`src/rtl/tlc_pkg.sv`:
```
package tlc_pkg;

    typedef enum logic [1:0] {
        PH_A_GO   = 2'b00,
        PH_A_WARN = 2'b01,
        PH_B_GO   = 2'b10,
        PH_B_WARN = 2'b11
    } phase_t;

    typedef enum logic [1:0] {
        LAMP_GREEN  = 2'b00,
        LAMP_YELLOW = 2'b01,
        LAMP_RED    = 2'b10
    } lamp_t;

endpackage

```
`src/rtl/tlc_dwell_timer.sv`:
```
module tlc_dwell_timer #(
    parameter int MIN_DWELL = 0
) (
    input  logic clk,
    input  logic rst,
    input  logic phase_change,
    output logic dwell_ok
);
    localparam int CW = (MIN_DWELL < 2) ? 1 : $clog2(MIN_DWELL);
    localparam logic [CW-1:0] SAT = (MIN_DWELL < 2) ? '0 : CW'(MIN_DWELL - 1);

    logic [CW-1:0] held_q;

    // Counts cycles spent in the current phase and saturates once the window is met.
    always_ff @(posedge clk or posedge rst) begin
        if (rst)
            held_q <= '0;
        else if (phase_change)
            held_q <= '0;
        else if (held_q != SAT)
            held_q <= held_q + 1'b1;
    end

    assign dwell_ok = (MIN_DWELL < 2) ? 1'b1 : (held_q == SAT);

endmodule

```
`src/rtl/tlc_next_phase.sv`:
```
module tlc_next_phase
    import tlc_pkg::*;
(
    input  phase_t cur,
    input  logic   sense_a,
    input  logic   sense_b,
    input  logic   dwell_ok,
    output phase_t nxt
);
    always_comb begin
        nxt = cur;
        if (dwell_ok) begin
            unique case (cur)
                PH_A_GO:   nxt = sense_a ? PH_A_GO : PH_A_WARN;
                PH_A_WARN: nxt = PH_B_GO;
                PH_B_GO:   nxt = sense_b ? PH_B_GO : PH_B_WARN;
                PH_B_WARN: nxt = PH_A_GO;
                default:   nxt = PH_A_GO;
            endcase
        end
    end
endmodule

```
`src/rtl/tlc_lamp_decode.sv`:
```
module tlc_lamp_decode
    import tlc_pkg::*;
(
    input  phase_t     cur,
    output logic [1:0] lamp_a,
    output logic [1:0] lamp_b
);
    always_comb begin
        lamp_a = LAMP_RED;
        lamp_b = LAMP_RED;
        unique case (cur)
            PH_A_GO:   begin lamp_a = LAMP_GREEN;  lamp_b = LAMP_RED;    end
            PH_A_WARN: begin lamp_a = LAMP_YELLOW; lamp_b = LAMP_RED;    end
            PH_B_GO:   begin lamp_a = LAMP_RED;    lamp_b = LAMP_GREEN;  end
            PH_B_WARN: begin lamp_a = LAMP_RED;    lamp_b = LAMP_YELLOW; end
            default:   begin lamp_a = LAMP_RED;    lamp_b = LAMP_RED;    end
        endcase
    end
endmodule

```
`src/rtl/crossing_light_ctrl.sv`:
```
module crossing_light_ctrl
    import tlc_pkg::*;
#(
    parameter int MIN_DWELL = 0
) (
    input  logic       clk,
    input  logic       rst,
    input  logic       sense_a,
    input  logic       sense_b,
    output logic [1:0] lamp_a,
    output logic [1:0] lamp_b
);
    phase_t phase_q;
    phase_t phase_d;
    logic   dwell_ok;

    tlc_dwell_timer #(.MIN_DWELL(MIN_DWELL)) u_timer (
        .clk          (clk),
        .rst          (rst),
        .phase_change (phase_d != phase_q),
        .dwell_ok     (dwell_ok)
    );

    tlc_next_phase u_next (
        .cur      (phase_q),
        .sense_a  (sense_a),
        .sense_b  (sense_b),
        .dwell_ok (dwell_ok),
        .nxt      (phase_d)
    );

    always_ff @(posedge clk or posedge rst) begin
        if (rst) phase_q <= PH_A_GO;
        else     phase_q <= phase_d;
    end

    tlc_lamp_decode u_lamps (
        .cur    (phase_q),
        .lamp_a (lamp_a),
        .lamp_b (lamp_b)
    );

    a_r2_hold_a: assert property (@(posedge clk) disable iff (rst)
        (phase_q == PH_A_GO && sense_a) |=> (phase_q == PH_A_GO));

    a_r4_hold_b: assert property (@(posedge clk) disable iff (rst)
        (phase_q == PH_B_GO && sense_b) |=> (phase_q == PH_B_GO));

    a_r3_warn_a_exit: assert property (@(posedge clk) disable iff (rst)
        (phase_q == PH_A_WARN) |=> (phase_q == PH_A_WARN || phase_q == PH_B_GO));

    a_r5_warn_b_exit: assert property (@(posedge clk) disable iff (rst)
        (phase_q == PH_B_WARN) |=> (phase_q == PH_B_WARN || phase_q == PH_A_GO));

    a_r6_one_red: assert property (@(posedge clk) disable iff (rst)
        (lamp_a == LAMP_RED) || (lamp_b == LAMP_RED));

    a_r7_dwell_hold: assert property (@(posedge clk) disable iff (rst)
        !dwell_ok |=> $stable(phase_q));

endmodule

```
`config.mk`:
```
export PLATFORM = sky130hd
export DESIGN_NAME = crossing_light_ctrl
export DESIGN_NICKNAME = d
export VERILOG_FILES = /design/src/rtl/tlc_pkg.sv /design/src/rtl/tlc_dwell_timer.sv /design/src/rtl/tlc_next_phase.sv /design/src/rtl/tlc_lamp_decode.sv /design/src/rtl/crossing_light_ctrl.sv
export SDC_FILE = /design/constraint.sdc
export NUM_CORES = 1
export LEC_CHECK = 0
export CAP_MARGIN = 15
export CORE_AREA = 10 10 47 49
export CTS_CLUSTER_SIZE = 16
export DETAILED_ROUTE_END_ITERATION = 7
export DIE_AREA = 0 0 57 59
export DONT_BUFFER_PORTS = 1
export PLACE_DENSITY_LB_ADDON = 0.15
export SETUP_SLACK_MARGIN = 0.05
export SYNTH_ARGS = -nofsm -noshare
export SYNTH_HDL_FRONTEND = slang
export SYNTH_HIERARCHICAL = 1
export SYNTH_SLANG_ARGS = --single-unit
export TNS_END_PERCENT = 10
```
`constraint.sdc`:
```
create_clock -name clk -period 1.3 [get_ports clk]
set_input_delay 0.065 -clock clk [delete_from_list [all_inputs] [get_ports clk]]
set_output_delay 0.065 -clock clk [all_outputs]
set_load 0.02 [all_outputs]
```
# Word-level counts from Yosys, hierarchy flattened
# Index checks and enable logic that the tools add are counted.
# Widths: inputs -> output; s select.
# word_totals
output_inout_bits	4
in_bits	4
wordCells	12
ff_bits	2
# op_classes
eq_ne	3
mux	5
n_reduce_logical	3
# op_table
cell	n
$pmux 2 s3	2
$pmux 2 s4	1
$eq 2x2->1 const B	2
$reduce_or 2->1	2
$eq 2x1->1 const B	1
$logic_not 2->1	1
$mux 1	2

# Logic depth before layout (Yosys ltp)
# logic_depth
depth_word	3
mapped_depth	4
ltp_nobuf	4

# Hierarchy
# Netlist, hierarchy kept.
# by_module_without_submodules
module	area_each_um2	seq_area_each_um2	cells_per_inst	instances
crossing_light_ctrl	75.1	50.0	6	1
tlc_next_phase	67.6	0.0	10	1
tlc_lamp_decode	20.0	0.0	4	1
tlc_dwell_timer	11.3	0.0	2	1

# Worst setup path before layout
# Ideal clock, no wire load.
# synth_timing
kind	register to register
from	reg phase_q[1]
to	reg phase_q[0]
path_slack_ps	-9
path_buffers	0
path_stages_with_launch	5
t_arrival_ps	1205
setup_time_ps	104
path_cell_list	dfrtp_1 inv_1 ha_1 or3b_1 a31oi_1
# synth_between
elab_chain_cells	2
word_cells_on_any_way	5
classes_between	eq/ne (3); mux (1); reduce/logical (1)
# synth_rtl
item	line	rtl
start, declared	crossing_light_ctrl.sv:13	phase_t phase_q;
start signal, assigned	crossing_light_ctrl.sv:34	else phase_q <= phase_d;
$eq 2x2->1, or another cell as far along	tlc_next_phase.sv:13	unique case (cur)
$pmux 2 s4 (*)	tlc_next_phase.sv:13	
named net phase_d[0]	crossing_light_ctrl.sv:14	phase_t phase_d;
# Mark *: on every way through the listed nets, which the timed path passes. The rest lies on a longest branch.

# Worst setup path in the final report
# layout_timing
from	reg phase_q[1]
to	out lamp_a[0]
# layout_between
elab_chain_cells	3
word_cells_on_any_way	6
classes_between	eq/ne (3); mux (1); reduce/logical (2)
# layout_rtl
item	line	rtl
$eq 2x2->1	tlc_lamp_decode.sv:11	unique case (cur)
$reduce_or 2->1 (no source line)	--	
$pmux 2 s3 (*)	tlc_lamp_decode.sv:11	
end, declared	crossing_light_ctrl.sv:10	output logic [1:0] lamp_a,
# Every way passes the cells marked *; elsewhere a longest branch is shown, timed or not.

==> metrics <==
Sink Count 2; WS Path Type reg2out; CTS tree done; largest register by flop count phase_q; worst skew pair latency 0.22 ns; DRC viols 0; Slew Limit Fails 0; TritonCTS Buffers 3; Mapped Nets 25; Avg WL per Cell 8.80 um; Die W 57 um; Area growth, synth to finish 41.8%; die area 3360 um^2; 1st-iter DRT viols 1; Largest regs phase_q x2; R2R cell count 4; status finished, final reports clean; Initial Utilization 10.9%; minimum clock period 1.19 ns; TNS Setup 0 ns; Final Power 476 uW; Synthesis Warnings 6; Crit. End Element output port; clk root buf clkbuf_4; Cells after Synth 19; hold crit path type in2reg; Post-Route WL 352 um; CP Launch Type flop; final setup violation count 0; GRT Resource Usage Total 2.55%; leakage power 0.000111 uW; period utilization 91.7%; fraction of layout cells with a size suffix above 1 25.0%; Buffers on Ports 0; Arr. time, crit path 1.13 ns; Hold Crit Depth 2; via/cell ratio 3.13; Max Cap Viol 0; htree depth 1; Std-Cell Rows 14; hold_sp sense_b; Routed Antenna Nets 0; routability congestion estimate 0.567; met2 Usage GRT 2.48%; initial antenna violation count 0; Die Ht 59 um; Max IR drop VDD 0.302 mV; area of the multi-input gates 76.3 um^2; CP Data Required Time 1.24 ns; first-pass GRT wire length 579 um; RSZ-0062 raised after global routing false; core area 1400 um^2; CP max FO 4; via count 125; Fmax 839 MHz; DP HPWL 286 um; Top Usage Layer GRT met4; largest net degree at the start of global routing 5; number of global-route vias before repair 139; grt total ovfl 0; Power Dens Cells 2200 nW/um^2; Final Hold Fails 0; Final #Nets 32; RR Startpoint phase_q[0]$_DFF_PP0_; Hold EP phase_q[0]$_DFF_PP0_; area occupied by registers 50.0 um^2; Cell Area, Synth 153 um^2; clk_skew 0.00100 ns; M3 GR Usage 3.65%; # fillers 168; TritonRoute pass-1 iters 3; I/O pin count 8; CTS clk-pin slew, worst paths 0.03 ns; CTS max path bufs 2; Reg2Reg Capture Point phase_q[0]$_DFF_PP0_; max reg flops 2; R2R setup slack 0.13 ns; cells resized by post-CTS repair 0; ant diodes 0; Syn Area/Cell 8.03 um^2; met1 Usage GRT 1.66%
[power by group]
group,internal [uW],switching [uW]
clock network,101,31.0
registers,86.2,18.6
logic,95.8,143
total,283,192
[critical path: stages, from the launching register on]
cell and delay [ns]:
dfrtp_1 0.39, buf_4 0.17, nor2b_1 0.35
[through the flow]
step	area, um^2	hold WS [ns]	worst slack, ns	utilization [%]	std cells
after floorplan	153	-0.194	0.125	-	19
after global placement	169	-0.184	0.0585	12.1	34
after detailed placement	169	-0.178	0.0662	12.1	34
after CTS	201	0.0361	0.0633	14.4	38
after global routing	216	0.0453	0.0511	15.4	40
final	216	0.0357	0.108	15.4	40
[area by class of cell]
cell class	instances	share of cell area, %
multi-input combinational	11	35.3
sequential	2	23.1
timing repair buffer	4	15.0
clock buffer	3	10.4
tap	16	9.25
inverter	4	6.94
[how the worst max path moves through the flow]
stage | end | slack (ns) | start
after floorplan | phase_q[0]$_DFF_PP0_ | 0.13 | phase_q[1]$_DFF_PP0_
after global placement | phase_q[0]$_DFF_PP0_ | 0.06 | phase_q[1]$_DFF_PP0_
after detailed placement | phase_q[0]$_DFF_PP0_ | 0.07 | phase_q[0]$_DFF_PP0_
after CTS | phase_q[0]$_DFF_PP0_ | 0.06 | phase_q[0]$_DFF_PP0_
after global routing | phase_q[0]$_DFF_PP0_ | 0.05 | phase_q[1]$_DFF_PP0_
final | lamp_a[0] | 0.11 | phase_q[1]$_DFF_PP0_
[cells in the final DEF, fill, tap and decap left out]
master and instances:
inv_1 4, clkbuf_4 3, buf_4 3, dfrtp_1 2
ha_1 2, dlygate4sd3_1 1, and2_1 1, nor2b_1 1
or3b_1 1, or2b_1 1, nor2_1 1, a31oi_1 1
nand2_1 1, o21ai_0 1, conb_1 1
[timing repair]
action                                 CTS  global route
endpoints found under the hold margin    2             0
buffers inserted                         0             2
hold buffers                             1             0
setup endpoints to repair                0             1
[layer usage]
metal	wire length [um]	vias to the layer above
li1	-	65
met1	135	52
met2	112	8
met3	103	0
met4	0	0
met5	0	-
Note: power is estimated with default switching activity, not from simulation.
